--- src/rtl/i2sdm_pkg.sv ---
// Shared types for the two-slot dual-mono serial port.
// Assumes: nothing beyond the standard language.
package i2sdm_pkg;

    // One system-clock-wide markers for the two bit-clock edges of interest
    typedef struct packed {
        logic launch;   // edge on which data and alignment are driven
        logic capture;  // edge on which receive data is sampled
    } bit_edge_t;

    // Map raw rise/fall events onto launch/capture for the configured polarity
    function automatic bit_edge_t pick_edges(input logic rise,
                                             input logic fall,
                                             input logic tx_on_fall);
        bit_edge_t e;
        e.launch  = tx_on_fall ? fall : rise;
        e.capture = tx_on_fall ? rise : fall;
        return e;
    endfunction

endpackage

--- src/rtl/i2sdm_bclk_gen.sv ---
// Bit-clock divider: toggles bclk every HALF_DIV system cycles and reports,
// one cycle wide, the edges that the register is about to make.
// Assumes: HALF_DIV >= 1; the edge markers are valid in the same cycle
// in which bclk is updated.
module i2sdm_bclk_gen
    import i2sdm_pkg::*;
#(
    parameter int HALF_DIV = 2
) (
    input  logic      clk,
    input  logic      rst_n,
    input  logic      tx_on_fall,
    output logic      bclk,
    output bit_edge_t edges
);
    localparam int DIV_W = (HALF_DIV > 1) ? $clog2(HALF_DIV) : 1;

    logic toggle;

    generate
        if (HALF_DIV == 1) begin : g_every_cycle
            // Bit clock toggles on every system cycle
            assign toggle = 1'b1;
        end else begin : g_counted
            localparam logic [DIV_W-1:0] LAST = DIV_W'(HALF_DIV - 1);
            logic [DIV_W-1:0] div_cnt;

            // Count system cycles within one half bit period
            always_ff @(posedge clk) begin
                if (!rst_n) begin
                    div_cnt <= '0;
                end else if (div_cnt == LAST) begin
                    div_cnt <= '0;
                end else begin
                    div_cnt <= div_cnt + DIV_W'(1);
                end
            end

            assign toggle = (div_cnt == LAST);
        end
    endgenerate

    // Bit clock register
    always_ff @(posedge clk) begin
        if (!rst_n) begin
            bclk <= 1'b0;
        end else if (toggle) begin
            bclk <= ~bclk;
        end
    end

    // Classify the upcoming toggle as launch or capture
    always_comb begin
        edges = pick_edges(toggle & ~bclk, toggle & bclk, tx_on_fall);
    end

endmodule

--- src/rtl/i2sdm_slot_seq.sv ---
// Frame sequencer: tracks the bit position within a 2*WORD_W frame and
// drives the alignment signal, high for the first slot.
// Assumes: WORD_W is a power of two; advances only on launch edges.
module i2sdm_slot_seq #(
    parameter int WORD_W = 16
) (
    input  logic                       clk,
    input  logic                       rst_n,
    input  logic                       launch,
    output logic [$clog2(WORD_W):0]    pos,
    output logic [$clog2(WORD_W):0]    next_pos,
    output logic                       walign
);
    localparam int IDX_W = $clog2(WORD_W);
    localparam int POS_W = IDX_W + 1;

    // Wraps naturally because the frame length is a power of two
    assign next_pos = pos + POS_W'(1);

    // Position and alignment move together on each launch edge
    always_ff @(posedge clk) begin
        if (!rst_n) begin
            pos    <= '1;
            walign <= 1'b0;
        end else if (launch) begin
            pos    <= next_pos;
            walign <= ~next_pos[POS_W-1];
        end
    end

endmodule

--- src/rtl/i2sdm_tx_ser.sv ---
// Transmit serializer: latches one word per frame and sends it in both
// slots, MSB first, optionally one bit period late.
// Assumes: launch marks the edge on which sdata changes; next_pos is the
// position being entered on that edge.
module i2sdm_tx_ser #(
    parameter int WORD_W = 16
) (
    input  logic                       clk,
    input  logic                       rst_n,
    input  logic                       launch,
    input  logic                       msb_delay,
    input  logic [$clog2(WORD_W):0]    next_pos,
    input  logic [WORD_W-1:0]          tx_word,
    output logic                       sdata,
    output logic [WORD_W-1:0]          frame_word
);
    localparam int IDX_W = $clog2(WORD_W);
    localparam int POS_W = IDX_W + 1;

    logic [POS_W-1:0]  drv_idx;
    logic [IDX_W-1:0]  bit_no;
    logic              frame_open;
    logic [WORD_W-1:0] src_word;

    // Choose which word bit belongs to the bit period being entered
    always_comb begin
        drv_idx    = msb_delay ? (next_pos - POS_W'(1)) : next_pos;
        bit_no     = ~drv_idx[IDX_W-1:0];
        frame_open = (next_pos == '0);
        // Undelayed: the fresh word starts now; delayed: old LSB goes out first
        src_word   = (frame_open && !msb_delay) ? tx_word : frame_word;
    end

    // Drive the data line and latch the frame word on launch edges
    always_ff @(posedge clk) begin
        if (!rst_n) begin
            sdata      <= 1'b0;
            frame_word <= '0;
        end else if (launch) begin
            sdata <= src_word[bit_no];
            if (frame_open) begin
                frame_word <= tx_word;
            end
        end
    end

endmodule

--- src/rtl/i2sdm_rx_des.sv ---
// Receive deserializer: samples on capture edges, keeps only the bits of
// the high slot and strobes the finished word for one cycle.
// Assumes: pos is the position of the bit period being sampled.
module i2sdm_rx_des #(
    parameter int WORD_W = 16
) (
    input  logic                       clk,
    input  logic                       rst_n,
    input  logic                       capture,
    input  logic                       msb_delay,
    input  logic [$clog2(WORD_W):0]    pos,
    input  logic                       sdata,
    output logic [WORD_W-1:0]          rx_word,
    output logic                       rx_valid
);
    localparam int IDX_W = $clog2(WORD_W);
    localparam int POS_W = IDX_W + 1;

    logic [POS_W-1:0]  cap_idx;
    logic              in_high;
    logic              last_bit;
    logic [WORD_W-1:0] shreg;
    logic [WORD_W-1:0] next_word;

    // Locate the sampled bit inside the frame's slot layout
    always_comb begin
        cap_idx   = msb_delay ? (pos - POS_W'(1)) : pos;
        in_high   = ~cap_idx[POS_W-1];
        last_bit  = in_high && (&cap_idx[IDX_W-1:0]);
        next_word = {shreg[WORD_W-2:0], sdata};
    end

    // Shift in high-slot bits and publish the word after its LSB
    always_ff @(posedge clk) begin
        if (!rst_n) begin
            shreg    <= '0;
            rx_word  <= '0;
            rx_valid <= 1'b0;
        end else begin
            rx_valid <= 1'b0;
            if (capture && in_high) begin
                shreg <= next_word;
                if (last_bit) begin
                    rx_word  <= next_word;
                    rx_valid <= 1'b1;
                end
            end
        end
    end

endmodule

--- src/rtl/i2sdm_port.sv ---
// Top of the two-slot dual-mono serial port (bit-clock master).
// Assumes: cfg_tx_fall and cfg_msb_delay change only while rst_n is low;
// WORD_W is a power of two.
module i2sdm_port
    import i2sdm_pkg::*;
#(
    parameter int WORD_W   = 16,
    parameter int HALF_DIV = 2
) (
    input  logic              clk,
    input  logic              rst_n,
    input  logic              cfg_tx_fall,
    input  logic              cfg_msb_delay,
    input  logic [WORD_W-1:0] tx_word,
    input  logic              sdata_i,
    output logic              bclk_o,
    output logic              walign_o,
    output logic              sdata_o,
    output logic [WORD_W-1:0] rx_word,
    output logic              rx_valid
);
    localparam int POS_W = $clog2(WORD_W) + 1;

    bit_edge_t         edges;
    logic [POS_W-1:0]  pos;
    logic [POS_W-1:0]  next_pos;
    logic [WORD_W-1:0] frame_word;

    i2sdm_bclk_gen #(.HALF_DIV(HALF_DIV)) u_bclk (
        .clk        (clk),
        .rst_n      (rst_n),
        .tx_on_fall (cfg_tx_fall),
        .bclk       (bclk_o),
        .edges      (edges)
    );

    i2sdm_slot_seq #(.WORD_W(WORD_W)) u_seq (
        .clk      (clk),
        .rst_n    (rst_n),
        .launch   (edges.launch),
        .pos      (pos),
        .next_pos (next_pos),
        .walign   (walign_o)
    );

    i2sdm_tx_ser #(.WORD_W(WORD_W)) u_tx (
        .clk        (clk),
        .rst_n      (rst_n),
        .launch     (edges.launch),
        .msb_delay  (cfg_msb_delay),
        .next_pos   (next_pos),
        .tx_word    (tx_word),
        .sdata      (sdata_o),
        .frame_word (frame_word)
    );

    i2sdm_rx_des #(.WORD_W(WORD_W)) u_rx (
        .clk       (clk),
        .rst_n     (rst_n),
        .capture   (edges.capture),
        .msb_delay (cfg_msb_delay),
        .pos       (pos),
        .sdata     (sdata_i),
        .rx_word   (rx_word),
        .rx_valid  (rx_valid)
    );

endmodule

--- config.mk ---
export PLATFORM = sky130hd
export DESIGN_NAME = i2sdm_port
export DESIGN_NICKNAME = d
export VERILOG_FILES = /design/src/rtl/i2sdm_pkg.sv /design/src/rtl/i2sdm_bclk_gen.sv /design/src/rtl/i2sdm_slot_seq.sv /design/src/rtl/i2sdm_tx_ser.sv /design/src/rtl/i2sdm_rx_des.sv /design/src/rtl/i2sdm_port.sv
export SDC_FILE = /design/constraint.sdc
export NUM_CORES = 1
export LEC_CHECK = 0
export BUFFER_PORTS_ARGS = -buffer_cell sky130_fd_sc_hd__buf_4
export CAP_MARGIN = 0
export CORE_MARGIN = 5
export CORE_UTILIZATION = 40
export CTS_CLUSTER_DIAMETER = 30
export DETAILED_ROUTE_END_ITERATION = 6
export GPL_TIMING_DRIVEN = 1
export PLACE_DENSITY_LB_ADDON = 0.1
export SLEW_MARGIN = 20
export SYNTH_ARGS = -nofsm -noshare
export SYNTH_HDL_FRONTEND = slang
export SYNTH_SLANG_ARGS = --single-unit
--- constraint.sdc ---
create_clock -name clk -period 4.45 [get_ports clk]
set_clock_uncertainty 0.1 [all_clocks]
set_input_delay 0 -clock clk [delete_from_list [all_inputs] [get_ports clk]]
set_output_delay 0 -clock clk [all_outputs]
set_load 0.1 [all_outputs]
# == Word level (Yosys, flattened, before mapping) ==
# Cells that the tools add are included.
# totals
word_cells,39
out_inout_bits,20
input_bits,21
register_bits,57
# classes
n_addsub,4
bitwise,7
n_mux,8
n_reduce_logical,10
magnitude_cmp,1
# ops
cell,n
two-way mux 16 bit,1
AND reduction 2 bit,3
adder 5 x 1 -> 5 bit (second input constant),1
zero test 5 bit,1
less-than comparator 4 x 5 -> 1 bit (second input constant),1
two-way mux 5 bit,1
subtractor 5 x 1 -> 5 bit (second input constant),1
binary-select mux 1 bit (select 4 bit),1
two-way mux 1 bit,4
two-way mux 4 bit,1
inverter 1 bit,4
inverter 4 bit,1
AND reduction 4 bit,1
subtractor 4 x 1 -> 4 bit (second input constant),1
logical AND 1 bit,3
bitwise AND 1 bit,2
OR reduction 2 bit,1
adder 1 bit (second input constant),1
zero test 1 bit,1

# == Depth between registers and ports, before layout ==
# logic_depth
word_depth,6
depth_mapped,12
ltp_nobuf,8

# == Modules after synthesis ==
# A second synthesis with hierarchy kept.
# hier_totals
hier_cells,327
hier_area_um2,2854.0
# modules_own_cells
mod,area_each_um2,cells_each,seq_area_each_um2,n_inst
i2sdm_rx_des,1342.5,156,640.6,1
i2sdm_tx_ser,1136.1,131,340.3,1
i2sdm_slot_seq,292.8,32,120.1,1
i2sdm_bclk_gen,82.6,8,40.0,1

# == Worst setup path before layout ==
# OpenSTA, ideal clock, no wires.
# synth_path
path_kind,reg2reg
startpoint,register u_bclk.bclk
endpoint,register u_rx.rx_word[10]
period_less_slack_ps,2511
required_time_ps,4222
setup_time_ps,128
path_slack_ps,1939
arrival_time_ps,2283
n_path_buf,3
path_stages_with_launch,9
path_cell_list,dfxtp_1 -> xnor2_1 -> nand4b_1 -> buf_4 -> a211o_1 -> buf_6 -> buf_8 -> mux2i_1 -> nor2_1
# synth_between
elab_chain_len,5
elab_cells_between_ends,6
classes_between,mux: 1; bitwise: 3; reduce/logical: 2
# synth_lines
item,line,text
"start, declared",i2sdm_bclk_gen.sv:13,"output logic bclk,"
"start signal, assigned",i2sdm_bclk_gen.sv:48,bclk <= ~bclk;
inverter 1 bit,i2sdm_bclk_gen.sv:54,"edges = pick_edges(toggle & ~bclk, toggle & bclk, tx_on_fall);"
bitwise AND 1 bit,i2sdm_bclk_gen.sv:54,
two-way mux 1 bit *,i2sdm_pkg.sv:17,e.capture = tx_on_fall ? rise : fall;
logical AND 1 bit *,i2sdm_rx_des.sv:41,if (capture && in_high) begin
AND reduction 2 bit (no source line) *,--,
"end signal, assigned",i2sdm_rx_des.sv:44,rx_word <= next_word;
"end, declared",i2sdm_rx_des.sv:13,"output logic [WORD_W-1:0] rx_word,"
# Mark *: on every way between the ends. The rest lies on a longest branch, timed or not.
# A chain may end at the register's enable or synchronous reset.

# == Worst setup path in the final report ==
# layout_path
startpoint,register u_seq.pos[0]
endpoint,register u_rx.rx_word[0]
# layout_between
elab_chain_len,5
elab_cells_between_ends,7
classes_between,add/sub: 1; mux: 1; bitwise: 1; reduce/logical: 4
# layout_lines
item,line,text
"start, declared",i2sdm_slot_seq.sv:10,"output logic [$clog2(WORD_W):0] pos,"
"start signal, assigned",i2sdm_slot_seq.sv:26,pos <= next_pos;
subtractor 5 x 1 -> 5 bit,i2sdm_rx_des.sv:27,cap_idx = msb_delay ? (pos - POS_W'(1)) : pos;
two-way mux 5 bit *,i2sdm_rx_des.sv:27,
AND reduction 4 bit or inverter 1 bit (tied branches),"i2sdm_rx_des.sv:29, i2sdm_rx_des.sv:28",
"logical AND 1 bit, on equally long branches","i2sdm_rx_des.sv:29, i2sdm_rx_des.sv:41",
AND reduction 2 bit (no source line) *,--,
# Marks and branches as above.

==> flow_summary.ini <==
[outcome]
outcome = finished, final reports clean

[critical_path]
cp-start-kind = flip-flop
end_kind = flip-flop
r2r_end = u_rx.rx_word[0]
cp_max_fo = 21
worstPathRequired_ns = 4.56
crit_path_frequent_cell = nor2_1
r2r_start = u_seq.pos[0]
r2r_cells = 7
crit_type = flip-flop to flip-flop
regToRegSetupSlack_ns = 1.27
critPathArrivalTime_ns = 3.29
slowest_stage = dfxtp_1
crit_chain = inv_1 -> ha_1 -> nor2_1 -> a22oi_1 -> a211o_1 -> mux2i_1 -> nor2_1
critPathMaxStageDelay_ns = 0.79

[layout]
final_common_cell = dfxtp_1
area_delta_synth_final_pct = 24.2
layout_common_cells = dfxtp_1 (57), nand2_1 (46), nor2_1 (44)
antennaDiodeCount = 0
regArea_sq_mm = 0.00114
final_cell_area_sq_mm = 0.00341
postLayoutCoreUtil_pct = 50.5
multi_input_area_sq_mm = 0.00145
drive_gt1_share_pct = 18.9
fillers = 636
fin_cells = 440
finalNetCount = 379

[timing]
rsz0062_at_grt = no
setup_ws_ns = 1.27
slew_violations = 0
timing.fmax_mhz = 314
fin_crit_sh_pct = 71.5
hold_violations = 0
tns_ns = 0
worstMarginPinSlew_ns = 0.894
period_minus_slack_ns = 3.18
slew_headroom_pct = 40.4
finalSetupViolCount = 0

[placement]
gp_congestion = 0.870
placed_area_sq_mm = 0.00303
dp.cells = 406
io_buffers = 40
post-dp-hpwl_mm = 4.02
dp_slack_ns = 1.30

[synthesis]
syn-num-nets = 329
yosysUniqueCellTypes = 57
ys_ff_latch = 57
yosysSeqAreaShare_pct = 41.5
synth_top_cell_area_share_pct = 41.5
yosys_warnings = 0
syn_avg_cell_area_sq_um = 9.01
synth_ff_type = dfxtp_1
synth_top_cells_by_area = dfxtp_1 (42%), mux2i_1 (13%), nand2_1 (6.3%), nor2_1 (6.0%), a21oi_1 (3.6%)
synth_top_cell_by_area = dfxtp_1
synthArstFlopShare_pct = 0
synth_area_sq_mm = 0.00275
synthCells = 305
synth-edff-count = 0

[run]
maxCapViolCount = 0

[power]
p_per_area_mw_per_mm2 = 389
p_leak_nw = 1.58
ir_drop_uv = 201

[route]
first_pass_iters = 4
wl_mm = 5.97
num_vias = 2233
dr.first_iter.drc_count = 101
vias_per_cell = 5.08
drc_errors = 0
wl_per_cell_um = 13.6
ant_nets = 0

[clock_tree]
cts_made_buffers = 9
ctsHoldBuffers = 18
clock-root-buffer = clkbuf_8
cts.sinks = 57
cts_tree = done
cts_resized = 0
cts_setup_buffers = 0
clockBufferDepth = 2
htreeDepth = 3
insertion_delay_ns = 0.33
clk_pin_slew_ns = 0.06

[die]
die_w_um = 92.9
die_h_um = 92.9
core_sq_mm = 0.00676
start_util_pct = 40.7
dieArea_sq_mm = 0.00863
rows = 30
io_pins = 41

[worst_hold_path]
hold_path_depth = 5
min_to = u_seq.walign
hold_start = cfg_tx_fall
hold_class = input pin to flip-flop

[global_route]
track_usage_pct = 15.0
grt_max_degree = 52
grt_pass1_vias = 2177
overflow = 0
grt_pass1_wl_mm = 10.3
antenna_found_initial = 0
## metrics by stage
step	hold slack (ns)	power, mW
2_1_floorplan	-0.0381	0.780
3_3_place_gp	0.129	0.835
3_5_place_dp	0.129	0.834
4_1_cts	0.147	1.35
5_1_grt	0.187	1.41
6_report	0.160	1.33
## layout make-up
class,count,area share [%]
multi-input combinational,222,42.5
timing repair buffer,60,14.5
tap,80,2.93
sequential,57,33.4
inverter,5,0.550
clock inverter,4,1.50
clock buffer,12,4.55
## critical path, delay by kind of cell (launching register included)
family	cells	cell delay [ns]
AO/OA/AOI/OAI	2	0.92
flip-flops	1	0.79
adder cells (fa/ha/maj)	1	0.61
multiplexers	1	0.26
buffers and inverters	1	0.23
AND/OR/NAND/NOR	2	0.15
## registers in the layout, indices dropped and copies added, names as in the netlist
name and flops:
u_seq.walign 1, u_seq.pos 5, u_rx.rx_valid 1, u_rx.shreg 15
u_bclk.bclk 1, u_tx.sdata 1, u_bclk.g_counted.div_cnt 1, u_tx.frame_word 16
u_rx.rx_word 16
## how the worst max path moves through the flow
stage / start / to / depth (start not counted)
2_1_floorplan: u_bclk.bclk / u_rx.rx_word[10] / 8
3_3_place_gp: u_seq.pos[0] / u_rx.rx_word[0] / 7
3_5_place_dp: u_seq.pos[0] / u_rx.rx_word[13] / 7
4_1_cts: u_seq.pos[0] / u_rx.rx_word[0] / 7
5_1_grt: u_seq.pos[0] / u_rx.rx_word[5] / 7
6_report: u_seq.pos[0] / u_rx.rx_word[0] / 7
## synth_stat cells, types with 2 or more instances
library cell,n
a211o_1,2
a211oi_1,3
a21oi_1,20
and2_1,2
buf_2,5
buf_6,5
clkbuf_1,8
dfxtp_1,57
ha_1,3
inv_1,4
mux2_2,2
mux2i_1,37
nand2_1,46
nand3_1,5
nand3b_1,3
nand4_1,2
nor2_1,44
nor3b_1,2
o21ai_0,5
o31ai_1,2
xnor2_1,9
xor2_1,4
## where the power goes
part | switching [mW] | internal [mW]
sequential | 0.0244 | 0.526
clock | 0.205 | 0.289
combinational | 0.166 | 0.118
## layer usage
metal  routed length, um  track usage, %
met5                   0               0
met4                 120            7.33
met3                 236            4.06
met2                2700            23.0
met1                2920            19.4
## cell families after synthesis
family / share of synthesized area [%]
multiplexers: 14.7
AO/OA/AOI/OAI: 12.6
AND/OR/NAND/NOR: 18.8
buffers and inverters: 5.69
XOR/XNOR: 5.33
adder cells (fa/ha/maj): 1.37
flip-flops: 41.5
Power figures use the tool's default switching activity.
